--- src/rtl/csl_pkg.sv ---
package csl_pkg;
  localparam int WORD_W = 24;

  typedef enum logic [3:0] {
    ST_IDLE,
    ST_LEAD,
    ST_DATA,
    ST_RISE,
    ST_STRETCH,
    ST_TAIL,
    ST_STB_LEAD,
    ST_STB_HOLD1,
    ST_STB_HOLD2,
    ST_STB_TAIL
  } state_e;
endpackage

--- src/rtl/csl_word_pack.sv ---
module csl_word_pack
  import csl_pkg::*;
(
  input  logic [1:0]        cp_sel_i,
  input  logic              ttl_i,
  input  logic [1:0]        fsel_i,
  input  logic [2:0]        scale_i,
  input  logic [8:0]        vdiv_i,
  input  logic [6:0]        rdiv_i,
  output logic [WORD_W-1:0] word_o
);
  logic [7:0] byte_hi, byte_mid, byte_lo;

  always_comb begin
    byte_hi  = {cp_sel_i, ttl_i, fsel_i, scale_i};
    byte_mid = vdiv_i[8:1];
    byte_lo  = {vdiv_i[0], rdiv_i};
    word_o   = {byte_hi, byte_mid, byte_lo};
  end
endmodule

--- src/rtl/csl_unit_timer.sv ---
module csl_unit_timer #(
  parameter int DLY_CYC = 4
) (
  input  logic clk_i,
  input  logic rst_ni,
  input  logic restart_i,
  output logic expire_o
);
  localparam int CW = (DLY_CYC > 1) ? $clog2(DLY_CYC) : 1;

  logic [CW-1:0] cnt_q;

  assign expire_o = (cnt_q == CW'(DLY_CYC - 1));

  always_ff @(posedge clk_i or negedge rst_ni) begin
    if (!rst_ni)        cnt_q <= '0;
    else if (restart_i) cnt_q <= '0;
    else if (!expire_o) cnt_q <= cnt_q + 1'b1;
  end
endmodule

--- src/rtl/clk_synth_loader.sv ---
module clk_synth_loader
  import csl_pkg::*;
#(
  parameter int DLY_CYC  = 4,
  parameter int MAX_POLL = 1000
) (
  input  logic       clk_i,
  input  logic       rst_ni,
  input  logic       start_i,
  input  logic [1:0] cp_sel_i,
  input  logic       ttl_i,
  input  logic [1:0] fsel_i,
  input  logic [2:0] scale_i,
  input  logic [8:0] vdiv_i,
  input  logic [6:0] rdiv_i,
  input  logic       sclk_rd_i,
  output logic       sdat_o,
  output logic       sclk_o,
  output logic       latch_o,
  output logic       busy_o,
  output logic       done_o,
  output logic       timeout_o
);
  localparam int BW = $clog2(WORD_W);
  localparam int PW = $clog2(MAX_POLL + 1);

  state_e            state_q;
  logic [WORD_W-1:0] word_d, sh_q;
  logic [BW-1:0]     bit_q;
  logic [PW-1:0]     poll_q;
  logic              unit_end;

  csl_word_pack u_pack (
    .cp_sel_i (cp_sel_i),
    .ttl_i    (ttl_i),
    .fsel_i   (fsel_i),
    .scale_i  (scale_i),
    .vdiv_i   (vdiv_i),
    .rdiv_i   (rdiv_i),
    .word_o   (word_d)
  );

  csl_unit_timer #(.DLY_CYC(DLY_CYC)) u_timer (
    .clk_i     (clk_i),
    .rst_ni    (rst_ni),
    .restart_i ((state_q == ST_IDLE) || unit_end),
    .expire_o  (unit_end)
  );

  assign busy_o = (state_q != ST_IDLE);

  always_ff @(posedge clk_i or negedge rst_ni) begin
    if (!rst_ni) begin
      state_q   <= ST_IDLE;
      sh_q      <= '0;
      bit_q     <= '0;
      poll_q    <= '0;
      sdat_o    <= 1'b0;
      sclk_o    <= 1'b0;
      latch_o   <= 1'b0;
      done_o    <= 1'b0;
      timeout_o <= 1'b0;
    end else begin
      done_o <= 1'b0;
      case (state_q)
        ST_IDLE: if (start_i) begin
          sh_q      <= word_d;
          bit_q     <= '0;
          timeout_o <= 1'b0;
          state_q   <= ST_LEAD;
        end
        ST_LEAD: if (unit_end) begin
          sdat_o  <= sh_q[WORD_W-1];
          state_q <= ST_DATA;
        end
        ST_DATA: if (unit_end) begin
          sclk_o  <= 1'b1;
          state_q <= ST_RISE;
        end
        ST_RISE: if (unit_end) begin
          poll_q  <= '0;
          state_q <= sclk_rd_i ? ST_TAIL : ST_STRETCH;
        end
        ST_STRETCH: if (unit_end) begin
          if (sclk_rd_i) begin
            state_q <= ST_TAIL;
          end else if (poll_q == PW'(MAX_POLL - 1)) begin
            timeout_o <= 1'b1;
            state_q   <= ST_TAIL;
          end else begin
            poll_q <= poll_q + 1'b1;
          end
        end
        ST_TAIL: if (unit_end) begin
          sclk_o <= 1'b0;
          sh_q   <= {sh_q[WORD_W-2:0], 1'b0};
          if (bit_q == BW'(WORD_W - 1)) begin
            state_q <= ST_STB_LEAD;
          end else begin
            bit_q   <= bit_q + 1'b1;
            state_q <= ST_LEAD;
          end
        end
        ST_STB_LEAD: if (unit_end) begin
          sdat_o  <= 1'b0;
          latch_o <= 1'b1;
          state_q <= ST_STB_HOLD1;
        end
        ST_STB_HOLD1: if (unit_end) state_q <= ST_STB_HOLD2;
        ST_STB_HOLD2: if (unit_end) begin
          latch_o <= 1'b0;
          state_q <= ST_STB_TAIL;
        end
        ST_STB_TAIL: if (unit_end) begin
          done_o  <= 1'b1;
          state_q <= ST_IDLE;
        end
        default: state_q <= ST_IDLE;
      endcase
    end
  end
endmodule

--- config.mk ---
export PLATFORM = sky130hd
export DESIGN_NAME = clk_synth_loader
export DESIGN_NICKNAME = d
export VERILOG_FILES = /design/src/rtl/csl_pkg.sv /design/src/rtl/csl_word_pack.sv /design/src/rtl/csl_unit_timer.sv /design/src/rtl/clk_synth_loader.sv
export SDC_FILE = /design/constraint.sdc
export NUM_CORES = 1
export LEC_CHECK = 0
export ABC_AREA = 1
export BUFFER_PORTS_ARGS = -buffer_cell sky130_fd_sc_hd__buf_2
export CAP_MARGIN = 20
export CELL_PAD_IN_SITES_DETAIL_PLACEMENT = 1
export CELL_PAD_IN_SITES_GLOBAL_PLACEMENT = 2
export CORE_MARGIN = 3
export CORE_UTILIZATION = 30
export DETAILED_ROUTE_END_ITERATION = 12
export PLACE_DENSITY_LB_ADDON = 0.1
export SLEW_MARGIN = 20
export SYNTH_ARGS = -nofsm -noshare
export SYNTH_HDL_FRONTEND = slang
export SYNTH_HIERARCHICAL = 1
export SYNTH_SLANG_ARGS = --single-unit
--- constraint.sdc ---
create_clock -name clk_i -period 1.49 [get_ports clk_i]
set_input_delay 0.149 -clock clk_i [delete_from_list [all_inputs] [get_ports clk_i]]
set_output_delay 0.149 -clock clk_i [all_outputs]
set_load 0.005 [all_outputs]
After elaboration in Yosys (flattened, before gate mapping)
Cells that the tools add are included.
{"block": "word_totals", "reg_bits": 50, "latch_bits": 0, "mem_bits_rw": 0, "rom_bits": 0, "input_bits": 28, "output_inout_bits": 6, "word_cells": 100, "n_memories": 0}
{"block": "op_classes", "n_addsub": 3, "multipliers": 0, "div": 0, "magnitude_cmp": 0, "eq_ne": 28, "shifts": 0, "mux": 42, "bitwise": 0, "reduce_logical": 17}
{"op": "$mux W24", "n": 2}
{"op": "$mux W4", "n": 12}
{"op": "$pmux W24 S2", "n": 1}
{"op": "$mux W10", "n": 4}
{"op": "$pmux W4 S10", "n": 1}
{"op": "$ne A2 B2 Y1 const B", "n": 14}
{"op": "$pmux W10 S2", "n": 1}
{"op": "$eq A4 B3 Y1 const B", "n": 4}
{"op": "$mux W5", "n": 3}
{"op": "$reduce_and A3 Y1", "n": 4}
{"op": "$reduce_bool A2 Y1", "n": 6}
{"op": "$reduce_and A11 Y1", "n": 1}
{"op": "$add A10 B1 Y10 const B", "n": 1}
{"op": "$eq A10 B10 Y1 const B", "n": 1}
{"op": "$mux W1", "n": 10}
{"op": "$pmux W5 S2", "n": 1}
{"op": "$reduce_and A5 Y1", "n": 2}
{"op": "$eq A4 B2 Y1 const B", "n": 2}
{"op": "$eq A4 B4 Y1 const B", "n": 2}
{"op": "$pmux W1 S2", "n": 4}
{"op": "$add A5 B1 Y5 const B", "n": 1}
{"op": "$eq A5 B5 Y1 const B", "n": 1}
{"op": "$eq A4 B1 Y1 const B", "n": 1}
{"op": "$logic_not A4 Y1", "n": 1}
{"op": "other kinds (9)", "n": 10}

Longest topological paths before layout
Gate-level depths: netlist (run 1).
{"block": "depth", "depth_word": 5, "depth_mapped": 10, "mapped_depth_nobuf": 10}

Modules after synthesis
The synthesis (run 1) kept the hierarchy.
{"mod": "clk_synth_loader", "n_inst": 1, "cells_each": 347, "area_each_um2": 2663.8, "seq_area_each_um2": 1201.2}
{"mod": "csl_word_pack", "n_inst": 1, "cells_each": 24, "area_each_um2": 180.2, "seq_area_each_um2": 0.0}
{"mod": "csl_unit_timer", "n_inst": 1, "cells_each": 12, "area_each_um2": 101.3, "seq_area_each_um2": 50.0}

Worst setup path after synthesis (run 1)
OpenSTA, ideal clock, no wires.
{"block": "synth_timing", "kind": "register to register", "start": "register state_q[3]", "end": "register sh_q[17]", "arrival_ns": 1.317, "setup_slack_ns": 0.046, "stages_incl_launch_ff": 9, "period_less_slack_ns": 1.444, "path_cell_list": "dfrtp_1 > nor2_2 > nand2_2 > inv_2 > nand2_1 > nand2_2 > buf_6 > buf_4 > a31oi_1"}
{"block": "synth_via", "elab_chain_len": 3, "elab_cells_between_ends": 7, "classes_between": "eq/ne (3); mux (1); reduce/logical (3)"}
{"item": "start: declaration", "line_no": "clk_synth_loader.sv:27", "rtl": "state_e state_q;"}
{"item": "start signal: assignment", "line_no": "clk_synth_loader.sv:82", "rtl": "state_q <= sclk_rd_i ? ST_TAIL : ST_STRETCH;"}
{"item": "$eq A4 B3 Y1 or $logic_not A4 Y1 (tied branches)", "line_no": "clk_synth_loader.sv:65", "rtl": "case (state_q)"}
{"item": "$ne A2 B2 Y1 (no line) or $reduce_bool A2 Y1 (tied branches)"}
{"item": "$reduce_and A3 Y1 (no line)"}
{"item": "end signal: assignment", "line_no": "clk_synth_loader.sv:67", "rtl": "sh_q <= word_d;"}
{"item": "end signal: assignment", "line_no": "clk_synth_loader.sv:96", "rtl": "sh_q <= {sh_q[WORD_W-2:0], 1'b0};"}
{"item": "end: declaration", "line_no": "clk_synth_loader.sv:28", "rtl": "logic [WORD_W-1:0] word_d, sh_q;"}
Parallel ways exist; a longest one is shown, timed or not.
A chain may end at the register's enable or synchronous reset.

Worst setup path in the final report (run 1)
{"block": "layout_timing", "start": "register u_timer.cnt_q[0]", "end": "register sh_q[1]"}
{"block": "layout_via", "elab_chain_len": 3}
{"item": "start: declaration", "line_no": "csl_unit_timer.sv:11", "rtl": "logic [CW-1:0] cnt_q;"}
{"item": "start signal: assignment", "line_no": "csl_unit_timer.sv:18", "rtl": "else if (!expire_o) cnt_q <= cnt_q + 1'b1;"}
{"item": "$eq A2 B2 Y1", "line_no": "csl_unit_timer.sv:13", "rtl": "assign expire_o = (cnt_q == CW'(DLY_CYC - 1));"}
{"item": "named net unit_end", "line_no": "clk_synth_loader.sv:31", "rtl": "logic unit_end;"}
{"item": "$ne A2 B2 Y1 (no line)"}
{"item": "$reduce_and A3 Y1 (no line)"}
The timed path passes the listed nets, and every way through them passes these cells.

==> metrics.txt, run 1 <==
outcome=finished, violations left; violations in the final reports=setup timing; total nets after synthesis=414; initial core utilization=31.43%; setup repair after global routing missed its margin=yes; Ys Warns=6; portion of the clock cycle consumed by the worst path in the final layout=102.0%; cell type with the largest total area after synthesis=sky130_fd_sc_hd__dfrtp_1; per-cell routed wire length=14.03 um; leading post-synthesis cells by cell area=sky130_fd_sc_hd__dfrtp_1, sky130_fd_sc_hd__nand2_1, sky130_fd_sc_hd__buf_4; die footprint=0.01104 mm^2; number of buffers between clock root and the deepest sink=2; area of the core=0.009371 mm^2; routed via count=2619; via count of the first global-routing pass=2508; count of antenna-violating nets left after detailed routing=0; highest attainable clock frequency=0.6581 GHz; total wire length=7.997 mm; clock tree from TritonCTS=built; Critical Path Fanout Max=7; utilization of the core after routing=40.20%; # Max-Cap Violations=0; number of pins exceeding their max-slew limit in the final report=0; cell area reported after detailed placement=0.003346 mm^2; Yosys cell types=32; Hold Fails Final Rpt=0; PD cells=1597 mW/mm^2; Clk Tree Root Cell=sky130_fd_sc_hd__clkbuf_8; number of buffers added by the clock tree synthesis step=5; share of synthesized area occupied by flip-flops and latches=42.48%; mean post-synth cell area=7.690 um^2; area delta synth->final=27.91%; placed wire-length estimate after detailed placement=5.175 mm; P_leak=1.775 nW; number of vias per cell after detailed routing=4.595; # rows=35; number of clock sinks seen by CTS=50; source-to-sink clock delay at the later pin of the worst-skew pair=0.31 ns; grt total ovfl=0; die extent in x=105.1 um; share of the synthesized area in the top cell type=42.48%; count of mapped cells out of synthesis=383; DRT Pass-1 Iters=4; number of flip-flops and latches in the synthesized netlist=50; initial antenna violation count=0; worst slew margin relative to its limit=79.18%; crit end category=register; crit path time final=1.519 ns; final worst setup slack=-0.02947 ns; Tightest Pin Transition=0.3123 ns; CTS HTree Levels=2; Non-Filler Cell Area, Final=0.003767 mm^2; Worst IR Drop VDD=0.6833 mV; count of buffers inserted at the top-level ports=33; diode count=0; pin count of the biggest net entering global routing=51; Setup Viol. Count Final=1; share of cells above drive strength 1=33.11%; Max Clock Skew=0.005580 ns; Nets=471; Overall Global Routing Usage=13.47%; launching element type of the critical path=register; data required time of the worst path=1.68 ns; clk slew on worst S/H paths=0.11 ns; Mapped Area=0.002945 mm^2; class of the tightest hold or removal check=input port to register; DR iter-0 viols=91; DRC viols=0; first-pass GRT wire length=12.28 mm; Boundary Pins=34; GPL Wtd Cong=0.8417; worst endpoint data arrival time=1.71 ns; classification of the worst setup path=register to register; floorplan die height=105.1 um
==> worst paths after layout <==
kind,end,startpoint,slack (ns),depth (start not counted)
hold reg to reg,timeout_o,timeout_o,0.50,2
setup reg to reg,sh_q[1],u_timer/cnt_q[0],-0.03,7
hold / removal,sh_q[17],scale_i[1],0.08,3
min in group asynchronous,poll_q[8],rst_ni,0.34,3
max in group asynchronous,poll_q[6],rst_ni,0.86,3
setup / recovery,sh_q[1],u_timer/cnt_q[0],-0.03,7
==> worst max-delay path: stages, from the launching register on <==
cell                        delay [ns]
sky130_fd_sc_hd__dfrtp_1          0.40
sky130_fd_sc_hd__ha_1             0.21
sky130_fd_sc_hd__buf_4            0.17
sky130_fd_sc_hd__nand2_2          0.13
sky130_fd_sc_hd__nand2_8          0.10
sky130_fd_sc_hd__clkbuf_16        0.17
sky130_fd_sc_hd__o211ai_1         0.09
sky130_fd_sc_hd__o21ai_0          0.12
==> cell type report <==
cell class	instances	area (um^2)
fillers	1195	5604
clock buffers	6	82.58
repair buffers	85	683.2
multi-input cells	253	1400
flip-flops and latches	50	1255
clock inverters	2	16.27
inverters	45	168.9
well taps	129	161.4
==> placed cells by master, fill, tap and decap left out, drive strengths merged <==
cell type,synthesis,final
buf,33,81
nor3,2,2
a31oi,7,7
nor2,36,36
ha,3,3
dlygate4sd3,0,1
clkinvlp,0,1
clkbuf,2,9
or2,1,1
nand3,28,28
a21oi,6,6
o21ai,40,40
o211ai,15,15
inv,45,46
nand4,3,3
nor3b,1,1
xor2,3,3
a2bb2oi,1,1
nand3b,2,2
nand2,105,105
dfrtp,50,50
==> state kept, by name, summed over array words and instances, names as in the netlist <==
| signal | count |
|---|---|
| latch_o | 1 |
| sh_q | 24 |
| u_timer/cnt_q | 2 |
| bit_q | 5 |
| sdat_o | 1 |
| done_o | 1 |
| state_q | 4 |
| sclk_o | 1 |
| timeout_o | 1 |
| poll_q | 10 |
==> metrics by stage <==
step | total power, W | hold slack [ns] | TNS [ns] | std cells | setup WS, ns
after detailed placement | 0.004484 | 0.1719 | -0.8344 | 549 | -0.06512
final | 0.006015 | 0.08167 | -0.02947 | 570 | -0.02947
after CTS | 0.005513 | 0.07105 | -0.1030 | 560 | -0.04209
after global routing | 0.006552 | 0.08006 | -2.784 | 570 | -0.1093
after global placement | 0.004435 | 0.1734 | -0.3090 | 549 | -0.04214
after floorplan | 0.003624 | -0.1466 | 0 | 383 | 0.04567
==> synthesized netlist by cell type <==
cell type and n:
sky130_fd_sc_hd__nand4_1 3, sky130_fd_sc_hd__o21ai_2 1, sky130_fd_sc_hd__clkbuf_1 2, sky130_fd_sc_hd__nor3_1 2
sky130_fd_sc_hd__a21oi_1 5, sky130_fd_sc_hd__nor2_4 2, sky130_fd_sc_hd__a2bb2oi_1 1, sky130_fd_sc_hd__nand3_1 26
sky130_fd_sc_hd__nand3b_1 2, sky130_fd_sc_hd__a21oi_2 1, sky130_fd_sc_hd__inv_2 3, sky130_fd_sc_hd__buf_6 1
sky130_fd_sc_hd__nand2_2 5, sky130_fd_sc_hd__buf_8 1, sky130_fd_sc_hd__o21ai_1 10, sky130_fd_sc_hd__nor3b_1 1
sky130_fd_sc_hd__or2_2 1, sky130_fd_sc_hd__buf_12 1, sky130_fd_sc_hd__inv_1 42, sky130_fd_sc_hd__buf_2 4
sky130_fd_sc_hd__nand3_2 2, sky130_fd_sc_hd__ha_1 3, sky130_fd_sc_hd__o211ai_2 3, sky130_fd_sc_hd__o211ai_1 12
sky130_fd_sc_hd__xor2_1 3, sky130_fd_sc_hd__nor2_1 30, sky130_fd_sc_hd__nand2_1 100, sky130_fd_sc_hd__o21ai_0 29
sky130_fd_sc_hd__dfrtp_1 50, sky130_fd_sc_hd__buf_4 26, sky130_fd_sc_hd__a31oi_1 7, sky130_fd_sc_hd__nor2_2 4
==> report_power, final <==
| part | switching, W | leakage, nW | internal (W) | total, W |
|---|---|---|---|---|
| combinational | 0.00172 | 1.09 | 0.00135 | 0.00307 |
| clock | 0.000521 | 0.0478 | 0.000384 | 0.000906 |
| sequential | 0.000229 | 0.633 | 0.00181 | 0.00204 |
==> per-layer routing <==
metal	track usage (%)	routed length (um)	up-vias
met2	21.77	3766	22
li1	-	-	1324
met1	18.81	4026	1268
met3	2.285	139	5
met5	0	0	-
met4	3.093	63	0
==> timing repair <==
action / in CTS / in global routing
hold buffers: 1 / 0
buffers inserted: 2 / 5
pin swaps: 2 / 7
gates resized for setup: 12 / 42
endpoints found under the setup margin: 41 / 46
cloned: 0 / 5
endpoints found under the hold margin: 50 / 0
==> logic make-up (layout without fill, tap and decap cells) <==
family / Yosys count / count (layout) / share of synthesized area (%)
flops: 50 / 50 / 42.48
simple gates: 178 / 178 / 26.30
compound gates: 69 / 69 / 14.19
fa+ha+maj: 3 / 3 / 1.275
buf+inv: 80 / 138 / 14.87
xor+xnor: 3 / 3 / 0.8923
Power figures use the tool's default switching activity.
==> run 2: changes to the inputs <==
Settings changed: BUFFER_PORTS_ARGS -buffer_cell sky130_fd_sc_hd__buf_2 to -buffer_cell sky130_fd_sc_hd__clkbuf_2.
==> metrics.txt, run 2 (synthesized netlist as in run 1, its figures left out) <==
number of vias per cell after detailed routing=4.540 (-1.2%); initial antenna violation count=0 (unchanged); CP endpoint=poll_q[1]; portion of the clock cycle consumed by the worst path in the final layout=100.1% (-1.8 points); count of antenna-violating nets left after detailed routing=0 (unchanged); via count of the first global-routing pass=2518 (+0.40%); Overall Global Routing Usage=13.35% (-0.11 points); DRC viols=0 (unchanged); number of cell instances on the worst register-to-register path=8 (+1); final worst setup slack=-0.001970 ns (+0.02750 ns); proportion of power drawn by combinational gates=51.4% (+0.4 points); max FFs per register=24 (unchanged); class of the tightest hold or removal check=input port to register; per-cell routed wire length=13.53 um (-3.6%); r2r setup slk=-0.002 ns (+0.03 ns); outcome=finished, violations left; worst endpoint data arrival time=1.69 ns (-0.02 ns); Clk Tree Root Cell=sky130_fd_sc_hd__clkbuf_8; crit path time final=1.492 ns (-0.02750 ns); relative contribution of the clock network to total power=15.9% (+0.8 points); number of buffers between clock root and the deepest sink=2 (unchanged); count of buffers inserted at the top-level ports=33 (unchanged); most common cell after layout, fill and taps aside=sky130_fd_sc_hd__nand2_1; data required time of the worst path=1.68 ns (about the same); pin count of the biggest net entering global routing=51 (unchanged); P_leak=1.840 nW (+3.7%); Nets=473 (+0.42%); clock tree from TritonCTS=built; grt total ovfl=0 (unchanged); Setup Viol. Count Final=2 (+1); diode count=0 (unchanged); die extent in x=105.1 um (unchanged); number of clock sinks seen by CTS=50 (unchanged); cell area reported after detailed placement=0.003373 mm^2 (+0.82%); launching point of the worst reg2reg path=state_q[2]; source-to-sink clock delay at the later pin of the worst-skew pair=0.31 ns (about the same); DR iter-0 viols=56 (-38%); CTS HTree Levels=2 (unchanged); GPL Wtd Cong=0.8093 (-3.8%); clk slew on worst S/H paths=0.10 ns (about the same); initial core utilization=31.43% (unchanged); highest attainable clock frequency=0.6703 GHz (+1.8%); placed wire-length estimate after detailed placement=5.316 mm (+2.7%); Tightest Pin Transition=0.3317 ns (+0.01942 ns); # Max-Cap Violations=0 (unchanged); Worst IR Drop VDD=0.6261 mV (-8.4%); Sw Ratio=39.46% (-1.6 points); floorplan die height=105.1 um (unchanged); capture point of the worst reg-to-reg path=poll_q[1]; Boundary Pins=34 (unchanged); first-pass GRT wire length=12.23 mm (-0.34%); routed via count=2597 (-0.84%); smallest hold slack=0.06738 ns (-0.01429 ns); Fill cells=1176 (-1.6%); worst slew margin relative to its limit=77.80% (-1.4 points); crit end category=register; Max Clock Skew=0.007752 ns (+0.002172 ns); die footprint=0.01104 mm^2 (unchanged); critical path launch point=state_q[2]; share of cells above drive strength 1=30.70% (-2.4 points); number of buffers added by the clock tree synthesis step=5 (unchanged); Non-Filler Cell Area, Final=0.003869 mm^2 (+2.7%); DRT Pass-1 Iters=4 (unchanged); number of pins exceeding their max-slew limit in the final report=0 (unchanged); violations in the final reports=setup timing; Top Registers=sh_q (24), poll_q (10), bit_q (5); Total Negative Setup Slacks=-0.003896 ns (+0.02557 ns); # rows=35 (unchanged); area delta synth->final=31.35%; most used cells in the layout excluding fill and tap cells=sky130_fd_sc_hd__nand2_1, sky130_fd_sc_hd__dfrtp_1, sky130_fd_sc_hd__inv_1; launching element type of the critical path=register; largest register by flop count=sh_q; internal power=0.003814 W (+7.6%); area of the core=0.009371 mm^2 (unchanged); Hold Fails Final Rpt=0 (unchanged); power consumption=0.006300 W (+4.7%); total wire length=7.738 mm (-3.2%); NetSw=0.002486 W (+0.57%); classification of the worst setup path=register to register; Critical Path Fanout Max=10 (+3); Sequential Power Share=32.7% (-1.2 points); PD cells=1629 mW/mm^2 (+2.0%); setup repair after global routing missed its margin=yes
## run 2: changes by cell type in the layout (fill, tap and decap cells not counted), moves of 5 or more
cell	before	now
sky130_fd_sc_hd__buf_2	33	0
sky130_fd_sc_hd__nand2_1	89	94
sky130_fd_sc_hd__o21ai_1	13	29
sky130_fd_sc_hd__clkbuf_2	0	33
sky130_fd_sc_hd__o21ai_0	22	9
sky130_fd_sc_hd__nand2_2	13	5
sky130_fd_sc_hd__buf_4	38	32
## run 2: metrics by stage
| stage | setup WS [ns] | utilization [%] | instances |
|---|---|---|---|
| after floorplan | 0.04567 | - | 383 |
| after global placement | -0.07461 | 35.99 | 551 |
| after detailed placement | -0.09588 | 35.99 | 551 |
| after CTS | -0.03347 | 37.53 | 560 |
| after global routing | -0.1312 | 41.28 | 572 |
| final | -0.001970 | 41.28 | 572 |
## run 2: worst min path at each step
stage	startpoint	endpoint	slack (ns)	depth (start not counted)
detailed placement	rst_ni	poll_q[1]	0.17	2
floorplan	rst_ni	bit_q[0]	-0.15	0
CTS	scale_i[2]	sh_q[18]	0.06	3
global placement	rst_ni	poll_q[1]	0.18	2
finish	scale_i[2]	sh_q[18]	0.07	3
global route	cp_sel_i[1]	sh_q[23]	0.07	3
## run 2: layer usage
| layer | wire (um) | GRT usage, % | part of all wire [%] | vias to the layer above |
|---|---|---|---|---|
| met5 | 0 | 0 | 0 | - |
| met4 | 46 | 3.655 | 0.59 | 0 |
| met3 | 206 | 2.594 | 2.7 | 2 |
| met2 | 3633 | 21.08 | 47 | 30 |
| met1 | 3850 | 18.61 | 50 | 1236 |
| li1 | - | - | - | 1329 |
## run 2: area by class of cell
cell class / count / area [um^2] / area share, %
Inverter: 45 / 168.9 / 4.366
Tap cell: 129 / 161.4 / 4.172
Timing Repair Buffer: 87 / 758.2 / 19.60
Clock inverter: 3 / 43.79 / 1.132
Multi-Input combinational cell: 253 / 1413 / 36.51
Sequential cell: 50 / 1255 / 32.44
Clock buffer: 5 / 68.82 / 1.779
## run 2: worst max-delay path: stages (launching register included)
cell and delay, ns:
sky130_fd_sc_hd__dfrtp_2 0.45, sky130_fd_sc_hd__inv_2 0.07, sky130_fd_sc_hd__nor2_4 0.19, sky130_fd_sc_hd__nand2_4 0.09, sky130_fd_sc_hd__o21ai_4 0.17, sky130_fd_sc_hd__nand3_4 0.11
sky130_fd_sc_hd__buf_12 0.16, sky130_fd_sc_hd__nand2_1 0.06, sky130_fd_sc_hd__o21ai_1 0.06
## run 2: what timing repair did
action                     CTS  global route
hold buffers                 1             0
pin swaps                    1            10
gates resized for setup     10            61
cloned                       0             5
hold endpoints to repair    50             0
buffers inserted             0             7
setup endpoints to repair   45            46
## run 2: power by group through the flow
stage / combinational (W) / clock (W) / sequential, W
after floorplan: 0.00160 / 0 / 0.00203
after global placement: 0.00244 / 0 / 0.00204
after detailed placement: 0.00248 / 0 / 0.00206
after CTS: 0.00254 / 0.00104 / 0.00204
after global routing: 0.00362 / 0.00111 / 0.00213
final: 0.00324 / 0.00100 / 0.00206
==> run 3: changes to the inputs <==
Settings changed: CORE_UTILIZATION 30 to 34.
Clock period 1.49 ns to 1.5 ns, I/O delays scaled along.
==> metrics.txt, run 3 (synthesized netlist as in run 1, its figures left out) <==
count of antenna-violating nets left after detailed routing=0 (unchanged); # rows=33 (-5.7%); most used cells in the layout excluding fill and tap cells=sky130_fd_sc_hd__nand2_1, sky130_fd_sc_hd__dfrtp_1, sky130_fd_sc_hd__inv_1; worst slew margin relative to its limit=79.04% (+1.2 points); smallest hold slack=0.08637 ns (+0.01899 ns); worst endpoint data arrival time=1.80 ns (+0.11 ns); die extent in x=99.08 um (-5.7%); clk slew on worst S/H paths=0.10 ns (about the same); CP max stage cell=sky130_fd_sc_hd__dfrtp_2; buffer and inverter count on the worst path=4 (+2); largest register by flop count=sh_q; Critical Path Fanout Max=5 (-5); # Max-Cap Violations=0 (unchanged); Tightest Pin Transition=0.3133 ns (-0.01842 ns); max FFs per register=24 (unchanged); Fill cells=1013 (-14%); initial core utilization=35.49% (+4.1 points); pin count of the biggest net entering global routing=51 (unchanged); area delta synth->final=30.50%; data required time of the worst path=1.73 ns (+0.05 ns); DRT Pass-1 Iters=5 (+1); PD cells=1665 mW/mm^2 (+2.2%); final worst setup slack=-0.06202 ns (-0.06005 ns); diode count=0 (unchanged); via count of the first global-routing pass=2651 (+5.3%); number of clock sinks seen by CTS=50 (unchanged); portion of the clock cycle consumed by the worst path in the final layout=104.1% (+4.0 points); launching element type of the critical path=register; outcome=finished, violations left; crit end category=register; routed via count=2616 (+0.73%); number of vias per cell after detailed routing=4.791 (+5.5%); number of buffers between clock root and the deepest sink=2 (unchanged); CTS HTree Levels=2 (unchanged); initial antenna violation count=0 (unchanged); Cell Count Post-Placement=519 (-5.8%); area of the core=0.008299 mm^2 (-11%); Hold Fails Final Rpt=0 (unchanged); floorplan die height=99.08 um (-5.7%); setup repair after global routing missed its margin=yes; Top Registers=sh_q (24), poll_q (10), bit_q (5); highest attainable clock frequency=0.6402 GHz (-4.5%); internal power=0.003856 W (+1.1%); source-to-sink clock delay at the later pin of the worst-skew pair=0.30 ns (about the same); utilization of the core after routing=46.31% (+5.0 points); crit path time final=1.562 ns (+0.07005 ns); first-pass GRT wire length=12.50 mm (+2.2%); DR iter-0 viols=65 (+16%); number of pins exceeding their max-slew limit in the final report=0 (unchanged); Worst IR Drop VDD=0.6068 mV (-3.1%); Overall Global Routing Usage=15.25% (+1.9 points); Clk Tree Root Cell=sky130_fd_sc_hd__clkbuf_8; per-cell routed wire length=14.30 um (+5.7%); P_leak=1.811 nW (-1.5%); GPL Wtd Cong=0.8464 (+4.6%); classification of the worst setup path=register to register; Setup Viol. Count Final=19 (+17); count of buffers inserted at the top-level ports=33 (unchanged); number of buffers added by the clock tree synthesis step=5 (unchanged); slowest stage delay, CP=0.44 ns (about the same); die footprint=0.009816 mm^2 (-11%); most common cell after layout, fill and taps aside=sky130_fd_sc_hd__nand2_1; share of cells above drive strength 1=32.43% (+1.7 points); Sequential Power Share=31.7% (-1.0 points); gate family responsible for the most delay along the worst path=buffers and inverters; grt total ovfl=0 (unchanged); ordered cell list for the critical path=buf_6 > nor2_4 > nand2_2 > inv_2 > nand2_2 > nand2_4 > buf_12 > clkbuf_16 > o211ai_1 > o21ai_1; proportion of power drawn by combinational gates=52.9% (+1.5 points); most frequent CP cell=sky130_fd_sc_hd__nand2_2; placed wire-length estimate after detailed placement=5.029 mm (-5.4%); NetSw=0.002543 W (+2.3%); Boundary Pins=34 (unchanged); Max Clock Skew=0.002838 ns (-0.004915 ns); violations in the final reports=setup timing; Nets=471 (-0.42%); final non-filler cell total=546 (-4.5%); DRC viols=0 (unchanged); Sw Ratio=39.73% (+0.27 points); clock tree from TritonCTS=built; total wire length=7.810 mm (+0.93%); class of the tightest hold or removal check=input port to register; relative contribution of the clock network to total power=15.4% (-0.5 points)
## run 3: changes by cell type in the layout (fill, tap and decap cells not counted), sizes merged
cell and delta:
inv -1, buf -2, clkinv -1, clkbuf +1, clkinvlp +1
## run 3: power by group through the flow
| stage | sequential (W) | combinational (W) | clock, W |
|---|---|---|---|
| after floorplan | 0.00201 | 0.00159 | 0 |
| after global placement | 0.00202 | 0.00234 | 0 |
| after detailed placement | 0.00204 | 0.00239 | 0 |
| after CTS | 0.00201 | 0.00244 | 0.00102 |
| after global routing | 0.00209 | 0.00379 | 0.00109 |
| final | 0.00203 | 0.00339 | 0.000982 |
## run 3: final timing paths
path / startpoint / end / slack (ns) / cells past startpoint
worst max-delay path: state_q[1] / sh_q[14] / -0.06 / 10
worst min-delay path: scale_i[2] / sh_q[18] / 0.09 / 3
worst max register to register: state_q[1] / sh_q[14] / -0.06 / 10
worst min register to register: timeout_o / timeout_o / 0.49 / 2
max in group asynchronous: rst_ni / timeout_o / 0.89 / 3
min in group asynchronous: rst_ni / state_q[0] / 0.37 / 3
## run 3: what timing repair did
action,4_1_cts,5_1_grt
gates resized for setup,3,62
endpoints found under the hold margin,50,0
endpoints found under the setup margin,15,46
hold buffers,1,0
buffers inserted,1,9
pin swaps,1,4
gates cloned,0,8
## run 3: stage by stage
| stage | setup TNS, ns | setup WS (ns) | power, W | cell area [um^2] |
|---|---|---|---|---|
| 6_report | -0.5171 | -0.06202 | 0.006399 | 3844 |
| 5_1_grt | -3.676 | -0.1434 | 0.006969 | 3844 |
| 4_1_cts | -0.03843 | -0.03843 | 0.005471 | 3411 |
| 3_5_place_dp | -0.1086 | -0.04338 | 0.004422 | 3271 |
| 3_3_place_gp | -0.02367 | -0.02209 | 0.004367 | 3271 |
| 2_1_floorplan | 0 | 0.05567 | 0.003600 | 2945 |
## run 3: final cells by class
class,instances,area [um^2],share of cell area (%)
well taps,105,131.4,3.418
clock inverters,2,37.54,0.9766
clock buffers,6,72.57,1.888
inverters,45,168.9,4.395
multi-input cells,253,1439,37.43
flip-flops and latches,50,1255,32.65
repair buffers,85,739.5,19.24
## run 3: worst reg2reg max path, cell delays in order (launching register included)
cell                        delay (ns)
sky130_fd_sc_hd__dfrtp_2          0.44
sky130_fd_sc_hd__buf_6            0.13
sky130_fd_sc_hd__nor2_4           0.16
sky130_fd_sc_hd__nand2_2          0.08
sky130_fd_sc_hd__inv_2            0.08
sky130_fd_sc_hd__nand2_2          0.06
sky130_fd_sc_hd__nand2_4          0.11
sky130_fd_sc_hd__buf_12           0.14
sky130_fd_sc_hd__clkbuf_16        0.14
sky130_fd_sc_hd__o211ai_1         0.08
sky130_fd_sc_hd__o21ai_1          0.07
## run 3: layer usage
layer	global-route usage [%]	wire length, um	up-vias
met3	2.760	189	2
met2	25.31	3941	28
met1	21.25	3642	1259
met4	2.206	36	0
li1	-	-	1327
met5	0	0	-
